`src/rtl/clkcal_pkg.sv`:
```
`timescale 1ns/1ps
package clkcal_pkg;
    localparam int REG_W    = 8;
    localparam int NUM_REGS = 8;
    localparam int BUS_W    = REG_W * NUM_REGS;
    localparam int NUM_TIME = 3;

    typedef logic [REG_W-1:0] bcd8_t;

    typedef struct packed {
        bcd8_t year;
        bcd8_t month;
        bcd8_t date;
        bcd8_t day;
        bcd8_t hour;
        bcd8_t minute;
        bcd8_t second;
        bcd8_t centi;
    } cal_regs_t;

    // bits that may hold a 1; everything else reads as zero
    localparam logic [BUS_W-1:0] KEEP_MASK = 64'hFF1F_3F37_BF7F_7FFF;

    // top values of the sub-minute chain: hundredths, seconds, minutes
    localparam bcd8_t TIME_TOP [NUM_TIME] = '{8'h99, 8'h59, 8'h59};

    function automatic bcd8_t bcd_step(bcd8_t v);
        bcd8_t r;
        if (v[3:0] == 4'h9) r = {v[7:4] + 4'h1, 4'h0};
        else                r = {v[7:4], v[3:0] + 4'h1};
        return r;
    endfunction

    function automatic int bcd_value(bcd8_t v);
        return int'(v[7:4]) * 10 + int'(v[3:0]);
    endfunction

    function automatic bcd8_t month_last(bcd8_t mon, bcd8_t yr);
        bcd8_t r;
        case (mon)
            8'h02:   r = ((bcd_value(yr) % 4) == 0) ? 8'h29 : 8'h28;
            8'h04, 8'h06, 8'h09, 8'h11: r = 8'h30;
            default: r = 8'h31;
        endcase
        return r;
    endfunction
endpackage

```
`src/rtl/clkcal_field.sv`:
```
`timescale 1ns/1ps
module clkcal_field import clkcal_pkg::*; #(
    parameter bcd8_t LO      = 8'h00,
    parameter bcd8_t RST_VAL = 8'h00
) (
    input  logic  clk,
    input  logic  rst,
    input  logic  ld,
    input  bcd8_t ld_val,
    input  logic  step,
    input  bcd8_t top,
    output bcd8_t val,
    output logic  wrap
);
    bcd8_t q;

    assign val  = q;
    assign wrap = step && (q == top);

    always_ff @(posedge clk) begin
        if (rst)       q <= RST_VAL;
        else if (ld)   q <= ld_val;
        else if (step) q <= (q == top) ? LO : bcd_step(q);
    end

    // a field at its top value restarts at its low value
    assert_field_wrap_R7: assert property (@(posedge clk) disable iff (rst)
        (!ld && wrap) |=> (val == LO));
    // no step and no load leaves the field unchanged
    assert_field_hold_R11: assert property (@(posedge clk) disable iff (rst)
        (!ld && !step) |=> $stable(val));
endmodule

```
`src/rtl/clkcal_hour.sv`:
```
`timescale 1ns/1ps
module clkcal_hour import clkcal_pkg::*; (
    input  logic  clk,
    input  logic  rst,
    input  logic  ld,
    input  bcd8_t ld_val,
    input  logic  step,
    output bcd8_t hr,
    output logic  day_carry
);
    bcd8_t q;
    bcd8_t nxt;

    assign hr = q;

    always_comb begin
        nxt       = q;
        day_carry = 1'b0;
        if (step) begin
            if (q[7]) begin
                case (q[4:0])
                    5'h11: begin
                        nxt[4:0]  = 5'h12;
                        nxt[5]    = ~q[5];
                        day_carry = q[5];
                    end
                    5'h12:   nxt[4:0] = 5'h01;
                    default: nxt[4:0] = (q[3:0] == 4'h9) ? 5'h10 : {q[4], q[3:0] + 4'h1};
                endcase
            end else begin
                if (q[5:0] == 6'h23) begin
                    nxt[5:0]  = 6'h00;
                    day_carry = 1'b1;
                end else if (q[3:0] == 4'h9) begin
                    nxt[5:0] = {q[5:4] + 2'b01, 4'h0};
                end else begin
                    nxt[5:0] = {q[5:4], q[3:0] + 4'h1};
                end
            end
        end
    end

    always_ff @(posedge clk) begin
        if (rst)     q <= 8'h00;
        else if (ld) q <= ld_val & 8'hBF;
        else         q <= nxt;
    end

    // the format bit only changes on a load
    assert_mode_hold_R4: assert property (@(posedge clk) disable iff (rst)
        !ld |=> (hr[7] == $past(hr[7])));
    // in 12-hour mode 11 -> 12 flips the PM flag
    assert_pm_flip_R4: assert property (@(posedge clk) disable iff (rst)
        (!ld && step && hr[7] && hr[4:0] == 5'h11) |=> (hr[5] != $past(hr[5])));
    // a 24-hour day carry leaves the hour at 00
    assert_midnight_R3: assert property (@(posedge clk) disable iff (rst)
        (!ld && day_carry && !hr[7]) |=> (hr[5:0] == 6'h00));
endmodule

```
`src/rtl/bcd_clock_calendar.sv`:
```
`timescale 1ns/1ps
module bcd_clock_calendar import clkcal_pkg::*; (
    input  logic             clk,
    input  logic             rst,
    input  logic             tick_100hz,
    input  logic             cal_load_en,
    input  logic [BUS_W-1:0] cal_load,
    output logic [BUS_W-1:0] cal_rd
);
    cal_regs_t ld_img;
    cal_regs_t rd_img;
    logic      osc_stop;
    logic      rst_enable;
    logic      run;

    bcd8_t               time_q   [NUM_TIME];
    logic [NUM_TIME:0]   time_cy;
    bcd8_t               time_ld  [NUM_TIME];

    bcd8_t hour_q, dow_q, date_q, month_q, year_q;
    logic  hour_cy, dow_wrap, date_wrap, month_wrap, year_wrap;
    bcd8_t date_top;

    assign ld_img = cal_regs_t'(cal_load & KEEP_MASK);
    assign run    = tick_100hz && !osc_stop && !cal_load_en;

    assign time_ld[0] = ld_img.centi;
    assign time_ld[1] = ld_img.second;
    assign time_ld[2] = ld_img.minute;
    assign time_cy[0] = run;

    for (genvar i = 0; i < NUM_TIME; i++) begin : g_time
        clkcal_field #(.LO(8'h00), .RST_VAL(8'h00)) u_fld (
            .clk(clk), .rst(rst), .ld(cal_load_en), .ld_val(time_ld[i]),
            .step(time_cy[i]), .top(TIME_TOP[i]),
            .val(time_q[i]), .wrap(time_cy[i+1])
        );
    end

    clkcal_hour u_hour (
        .clk(clk), .rst(rst), .ld(cal_load_en), .ld_val(ld_img.hour),
        .step(time_cy[NUM_TIME]), .hr(hour_q), .day_carry(hour_cy)
    );

    clkcal_field #(.LO(8'h01), .RST_VAL(8'h01)) u_dow (
        .clk(clk), .rst(rst), .ld(cal_load_en), .ld_val({5'b0, ld_img.day[2:0]}),
        .step(hour_cy), .top(8'h07), .val(dow_q), .wrap(dow_wrap)
    );

    assign date_top = month_last(month_q, year_q);

    clkcal_field #(.LO(8'h01), .RST_VAL(8'h01)) u_date (
        .clk(clk), .rst(rst), .ld(cal_load_en), .ld_val(ld_img.date),
        .step(hour_cy), .top(date_top), .val(date_q), .wrap(date_wrap)
    );

    clkcal_field #(.LO(8'h01), .RST_VAL(8'h01)) u_month (
        .clk(clk), .rst(rst), .ld(cal_load_en), .ld_val(ld_img.month),
        .step(date_wrap), .top(8'h12), .val(month_q), .wrap(month_wrap)
    );

    clkcal_field #(.LO(8'h00), .RST_VAL(8'h00)) u_year (
        .clk(clk), .rst(rst), .ld(cal_load_en), .ld_val(ld_img.year),
        .step(month_wrap), .top(8'h99), .val(year_q), .wrap(year_wrap)
    );

    always_ff @(posedge clk) begin
        if (rst) begin
            osc_stop   <= 1'b0;
            rst_enable <= 1'b0;
        end else if (cal_load_en) begin
            osc_stop   <= ld_img.day[5];
            rst_enable <= ld_img.day[4];
        end
    end

    always_comb begin
        rd_img.centi  = time_q[0];
        rd_img.second = time_q[1];
        rd_img.minute = time_q[2];
        rd_img.hour   = hour_q;
        rd_img.day    = {2'b00, osc_stop, rst_enable, 4'h0} | dow_q;
        rd_img.date   = date_q;
        rd_img.month  = month_q;
        rd_img.year   = year_q;
    end

    assign cal_rd = rd_img;

    // a load wins over a tick in the same cycle
    assert_load_wins_R10: assert property (@(posedge clk) disable iff (rst)
        cal_load_en |=> (cal_rd == ($past(cal_load) & KEEP_MASK)));
    // a stopped oscillator freezes every register
    assert_osc_hold_R8: assert property (@(posedge clk) disable iff (rst)
        (!cal_load_en && cal_rd[37]) |=> $stable(cal_rd));
    // the always-zero bits never read as 1
    assert_zero_bits_R9: assert property (@(posedge clk) disable iff (rst)
        (cal_rd & ~KEEP_MASK) == '0);
    // year wrap only happens out of 99
    assert_year_wrap_R7: assert property (@(posedge clk) disable iff (rst)
        (year_wrap && !cal_load_en) |=> (cal_rd[63:56] == 8'h00));
    // the stored flag keeps its value between loads
    assert_flag_hold_R8: assert property (@(posedge clk) disable iff (rst)
        !cal_load_en |=> $stable(cal_rd[36]));
endmodule

```
`config.mk`:
```
export PLATFORM = sky130hd
export DESIGN_NAME = bcd_clock_calendar
export DESIGN_NICKNAME = d
export VERILOG_FILES = /design/src/rtl/clkcal_pkg.sv /design/src/rtl/clkcal_field.sv /design/src/rtl/clkcal_hour.sv /design/src/rtl/bcd_clock_calendar.sv
export SDC_FILE = /design/constraint.sdc
export NUM_CORES = 1
export LEC_CHECK = 0
export ABC_AREA = 1
export BUFFER_PORTS_ARGS = -buffer_cell sky130_fd_sc_hd__buf_4
export CAP_MARGIN = 40
export CORE_MARGIN = 2
export CORE_UTILIZATION = 45
export CTS_CLUSTER_SIZE = 12
export DETAILED_ROUTE_END_ITERATION = 8
export MAX_ROUTING_LAYER = met4
export PLACE_DENSITY = 0.82
export SLEW_MARGIN = 10
export SYNTH_ARGS = -nofsm -noshare
export SYNTH_HDL_FRONTEND = slang
export SYNTH_SLANG_ARGS = --single-unit
```
`constraint.sdc`:
```
create_clock -name clk -period 2.3 [get_ports clk]
set_input_delay 0.23 -clock clk [delete_from_list [all_inputs] [get_ports clk]]
set_output_delay 0.23 -clock clk [all_outputs]
set_load 0.01 [all_outputs]
```
Word-level counts from Yosys, hierarchy flattened. Cells that the tools add are included.

Register bits: 65. Input port bits: 68.

Add/subtract/negate cells: 17. Multipliers: 1. Equality and inequality tests: 25. Multiplexer cells: 42. Bitwise gates (word level): 3. Reductions and logical operators: 45.

Operator list (number): two-way mux 8 bit (18); adder 4 x 1 -> 4 bit, second input constant (15); two-way mux 6 bit (7); equality test 4 bit, second input constant (8); logical NOT 32 bit (1); two-way mux 7 bit (4); equality test 8 x 3 -> 1 bit, second input constant (3); nonzero test 2 bit (12); AND reduction 2 bit (11); one-hot mux 5 bit (2 select lines) (2); nonzero test 3 bit (6); equality test 8 x 5 -> 1 bit, second input constant (2); equality test 8 x 7 -> 1 bit, second input constant (2); equality test 8 bit, second input constant (2); two-way mux 5 bit (3); equality test 5 bit, second input constant (2); equality test 8 x 2 -> 1 bit, second input constant (1); equality test 8 x 4 -> 1 bit, second input constant (1); equality test 8 x 6 -> 1 bit (1); bitwise OR 6 x 8 -> 8 bit (1); logical AND 1 bit (7); equality test 6 bit, second input constant (1); two-way mux 1 bit (6); two-way mux 3 bit (2); 12 further kinds (15).

Longest topological paths before layout.
Word-level depth: 12. Mapped depth: 15. Mapped depth without buffers: 14.

By module. A second synthesis with hierarchy kept.

Cells, all modules: 898. Area total of the unflattened synthesis: 5755.5 sq um.

Modules (own cells, without submodules): clkcal_field (g_time[0].u_fld ...) (times used 4, cells an instance 107, area each 706.9 sq um, seq. area each 160.2 sq um); clkcal_field (u_date ...) (times used 3, cells an instance 110, area each 700.7 sq um, seq. area each 160.2 sq um); clkcal_hour (times used 1, cells an instance 93, area each 551.8 sq um, seq. area each 140.1 sq um); bcd_clock_calendar (times used 1, cells an instance 47, area each 274.0 sq um, seq. area each 40.0 sq um).

Least setup slack after synthesis. Ideal clock, no wire load.

Path kind: flip-flop to flip-flop. Start point: reg g_time[0].u_fld.q[4]. End point: reg u_year.q[6] (netlist: u_year.val[6]). Arrival time: 1.777 ns. Required time: 2.185 ns. Setup slack: 0.408 ns. Cell stages (with the launch flop): 15. Path buffers: 2. Period minus slack after synthesis: 1.892 ns. Cells stage by stage: dfxtp_1 ha_1 nand2_1 nor2_2 nand2_4 nor2_8 nand3_4 nor2_4 buf_6 nand4_2 nand2_2 buf_6 nand3_1 nand2_1 nor2_1.

Longest elaborated chain between the ends: 9.

Ends and longest elaborated chain: from (decl) (line clkcal_field.sv:15) `bcd8_t q;`; from (signal assigned) (line clkcal_field.sv:22) `else if (ld) q <= ld_val;`; from (signal assigned) (line clkcal_field.sv:23) `else if (step) q <= (q == top) ? LO : bcd_step(q);`; equality test 8 bit (line clkcal_field.sv:18) `assign wrap = step && (q == top);`; logical AND 1 bit (3 in series) (line clkcal_field.sv:18); two-way mux 1 bit (line clkcal_hour.sv:19) `if (step) begin`; logical AND 1 bit (2 in series) (line clkcal_field.sv:18); nonzero test 2 bit (no line); AND reduction 2 bit (no line); to (signal assigned) (line clkcal_field.sv:22); to (signal assigned) (line clkcal_field.sv:23); to (decl) (line clkcal_field.sv:15).

Every way passes these cells. A chain may end at the register's enable or synchronous reset.

Final worst setup path.
Start point: reg g_time[1].u_fld.q[5]. End point: reg u_month.q[4] (netlist: u_month.val[4]).

Longest elaborated chain between the ends: 7.

Ends and longest elaborated chain (line): from (decl) (clkcal_field.sv:15); from (signal assigned) (clkcal_field.sv:22); from (signal assigned) (clkcal_field.sv:23); equality test 8 x 7 -> 1 bit (clkcal_field.sv:18); logical AND 1 bit (2 in series) (clkcal_field.sv:18); two-way mux 1 bit (clkcal_hour.sv:19); logical AND 1 bit (clkcal_field.sv:18); nonzero test 2 bit (no line); AND reduction 2 bit (no line); to (signal assigned) (clkcal_field.sv:22); to (signal assigned) (clkcal_field.sv:23); to (decl) (clkcal_field.sv:15).

Every way passes these cells.

==> flow_metrics.env <==
export IMPL_finalSetupTns_ns=0
export IMPL_postLayoutCoreUtil=0.5966
export IMPL_hold_end="rst_enable$_SDFFE_PP0P_"
export IMPL_antenna_found_initial=0
export IMPL_ctsHoldBuffers=0
export IMPL_rows=35
export IMPL_ys_warn_count=0
export IMPL_cp_arrival_ns=2.37
export IMPL_multi_input_area_sq_um=2514
export IMPL_irDropWorstVdd_uv=303.8
export IMPL_timing_rr_start="g_time[1].u_fld.val[5]$_SDFFE_PP0P_"
export IMPL_clkTransAtPathRegs_ns=0.07
export IMPL_fillers=838
export IMPL_cts_tree="yes"
export IMPL_reg2reg_slack_ns=0.15
export IMPL_ant_nets=0
export IMPL_die_area_sq_um=10130
export IMPL_timing_slew_headroom=0.6242
export IMPL_die_width_um=100.6
export IMPL_drv_slew=0
export IMPL_start_kind="flip-flop"
export IMPL_syn_avg_cell_area_sq_um=6.755
export IMPL_r2r_cells=11
export IMPL_h_tree_depth=3
export IMPL_clockBufferDepth=2
export IMPL_whs_ns=0.1095
export IMPL_hp_class="input port to flip-flop"
export IMPL_initial_core_util=0.4591
export IMPL_num_antenna_cells=0
export IMPL_p_leak_nw=2.515
export IMPL_synth_nets=711
export IMPL_wl_mm=11.75
export IMPL_core_region_area_sq_um=9153
export IMPL_cp_max_fo=6
export IMPL_total_power_mw=2.911
export IMPL_grt_ovfl_total=0
export IMPL_vias=4623
export IMPL_route_detailed_drc=0
export IMPL_area_growth_pct=29.96
export IMPL_numCtsBuffers=9
export IMPL_cp_end_kind="flip-flop"
export IMPL_slowest_delay_ns=0.35
export IMPL_cts_sinks=65
export IMPL_via_per_inst=5.369
export IMPL_drive_gt1_frac=0.2427
export IMPL_first_global_vias=4275
export IMPL_wl_per_cell_um=13.64
export IMPL_rr_endpoint="u_month.val[4]$_SDFFE_PP0P_"
export IMPL_power_density_nw_per_um2=533.1
export IMPL_die_h_um=100.6
export IMPL_holdPathStages=3
export IMPL_gp_congestion=0.9250
export IMPL_path_class="flip-flop to flip-flop"
export IMPL_slowest_stage="dfxtp_1"
export IMPL_worstMarginPinSlew_ns=0.5599
export IMPL_dp_hpwl_mm=8.578
export IMPL_cts_root_buf="clkbuf_8"
export IMPL_placed_area_sq_um=5140
export IMPL_cp_required_ns=2.52
export IMPL_synth_seq_cells=65
export IMPL_port_buffers=119
export IMPL_netlist_instances=622
export IMPL_fin_nets=834
export IMPL_insertion_delay_ns=0.36
export IMPL_ys_seq_area_frac=0.3097
export IMPL_drt_iter0_drc=209
export IMPL_finalHoldViolations=0
export IMPL_holdCritStartpoint="cal_load[36]"
export IMPL_grt_max_degree=48
export IMPL_crit_path_cell_trace="inv_1 > ha_1 > nand3_2 > nor3_4 > nand3_4 > nor2_4 > buf_4 > buf_4 > nand4_1 > nand3_1 > a21oi_1"
export IMPL_grt_pass1_wl_mm=19.28
export IMPL_synth_edff_count=0
export IMPL_io_pins=132
export IMPL_grt_util_all_layers=0.2403
export IMPL_register_area_sq_um=1305
export IMPL_netlist_area_sq_um=4202
export IMPL_drv_cap=0
export IMPL_finalClockSkew_ns=0.01864
export IMPL_crit_family="simple AND/OR/NAND/NOR gates"
export IMPL_synth_distinct_cells=47
export IMPL_drt_pass1_iterations=5
export IMPL_setup_viol=0
export IMPL_max_clock_freq_mhz=464.3
export IMPL_status="finished, final reports clean"
export IMPL_async_flop_share=0
export IMPL_synth_top_flop_cell="dfxtp_1"
export IMPL_crit_top_cell="buf_4"
export IMPL_stdcell_area_sq_um=5460
export IMPL_crit_buf_inv=3
export IMPL_finalCritPeriodShare=0.9365
export IMPL_post_route_min_period_ns=2.154
-- worst register-to-register path, cell delays in order (launching register included) --
cell     delay (ns)
dfxtp_1        0.35
inv_1          0.07
ha_1           0.16
nand3_2        0.14
nor3_4         0.29
nand3_4        0.14
nor2_4         0.23
buf_4          0.15
buf_4          0.12
nand4_1        0.18
nand3_1        0.14
a21oi_1        0.07
-- routing by layer --
| layer | track usage | share of wire | up-vias |
|---|---|---|---|
| li1 | - | - | 2307 |
| met1 | 0.2891 | 0.42 | 2121 |
| met2 | 0.3985 | 0.48 | 170 |
| met3 | 0.05132 | 0.080 | 25 |
| met4 | 0.08219 | 0.019 | 0 |
| met5 | - | 0 | - |
-- layout make-up --
type / count / area share
tap: 111 / 0.02544
clock buffer: 10 / 0.02337
inverter: 72 / 0.04972
sequential: 65 / 0.2390
multi-input combinational: 461 / 0.4604
clock inverter: 6 / 0.01512
timing repair buffer: 136 / 0.1870
-- cell usage after synthesis, types with 3 or more instances --
cell / count / area share
buf_6: 3 / 0.0080
nor3_1: 10 / 0.012
nor2_1: 59 / 0.053
o21ai_1: 4 / 0.0048
a21oi_1: 58 / 0.069
xnor2_1: 4 / 0.0083
nand3_1: 42 / 0.050
nand2_1: 136 / 0.12
clkbuf_1: 13 / 0.012
buf_4: 7 / 0.013
inv_1: 65 / 0.058
o211ai_1: 7 / 0.013
ha_1: 21 / 0.063
nand3b_1: 7 / 0.013
a31oi_1: 9 / 0.013
nor2_2: 5 / 0.0074
nand2_2: 4 / 0.0060
inv_2: 4 / 0.0036
o31ai_1: 4 / 0.0071
xor2_1: 12 / 0.025
nand4_1: 16 / 0.024
dfxtp_1: 65 / 0.31
o21ai_0: 34 / 0.040
a22oi_1: 5 / 0.0089
-- state kept, by name (all words and copies together), names as in the netlist --
name              cells
g_time.u_fld.val     24
u_month.val           8
u_dow.val             8
osc_stop              1
rst_enable            1
u_hour.hr             7
u_year.val            8
u_date.val            8
-- per-stage QoR --
stage / setup slack (ns) / instances
floorplan: 0.4080 / 622
global placement: 0.1972 / 834
detailed placement: 0.06852 / 834
CTS: 0.05426 / 850
global route: -0.007569 / 861
finish: 0.1461 / 861
-- logic make-up after synthesis --
family | Yosys count | share of synthesized area
compound gates | 130 | 0.1742
mux | 1 | 0.002382
buf+inv | 96 | 0.09767
other cells | 1 | 0.0008925
flops | 65 | 0.3097
simple gates | 292 | 0.3192
xor+xnor | 16 | 0.03335
fa+ha+maj | 21 | 0.06254
-- power breakdown --
part	internal, mW	leakage (nW)	switching [mW]
clock	0.605	0.106	0.456
combinational	0.266	1.87	0.307
sequential	1.19	0.535	0.0892
total	2.06	2.52	0.852
-- placed cells by master, fill, tap and decap left out, drive strengths merged, types with 7 or more instances in the layout --
master    n
nand2   141
nand3b    7
ha       21
a31oi     9
nor3     11
inv      69
dfxtp    65
o21ai    39
xor2     12
o211ai    7
nand4    17
a21oi    58
buf     136
nand3    45
clkbuf   10
nor2     67
-- worst max-delay path by stage --
stage	startpoint	to	slack [ns]	depth (start not counted)
global route	g_time[0].u_fld.val[5]$_SDFFE_PP0P_	u_month.val[4]$_SDFFE_PP0P_	-0.008	13
finish	g_time[1].u_fld.val[5]$_SDFFE_PP0P_	u_month.val[4]$_SDFFE_PP0P_	0.15	11
detailed placement	g_time[1].u_fld.val[4]$_SDFFE_PP0P_	u_date.val[4]$_SDFFE_PP0P_	0.07	11
CTS	g_time[1].u_fld.val[4]$_SDFFE_PP0P_	u_date.val[5]$_SDFFE_PP0P_	0.05	11
floorplan	g_time[0].u_fld.val[4]$_SDFFE_PP0P_	u_year.val[6]$_SDFFE_PP0P_	0.41	14
global placement	g_time[1].u_fld.val[0]$_SDFFE_PP0P_	u_date.val[4]$_SDFFE_PP0P_	0.20	11
-- what timing repair did --
action                                  CTS  global route
endpoints found under the setup margin    0            25
resized for setup                         0             8
setup buffers                             0            11
Note: power is estimated with default switching activity, not from simulation.
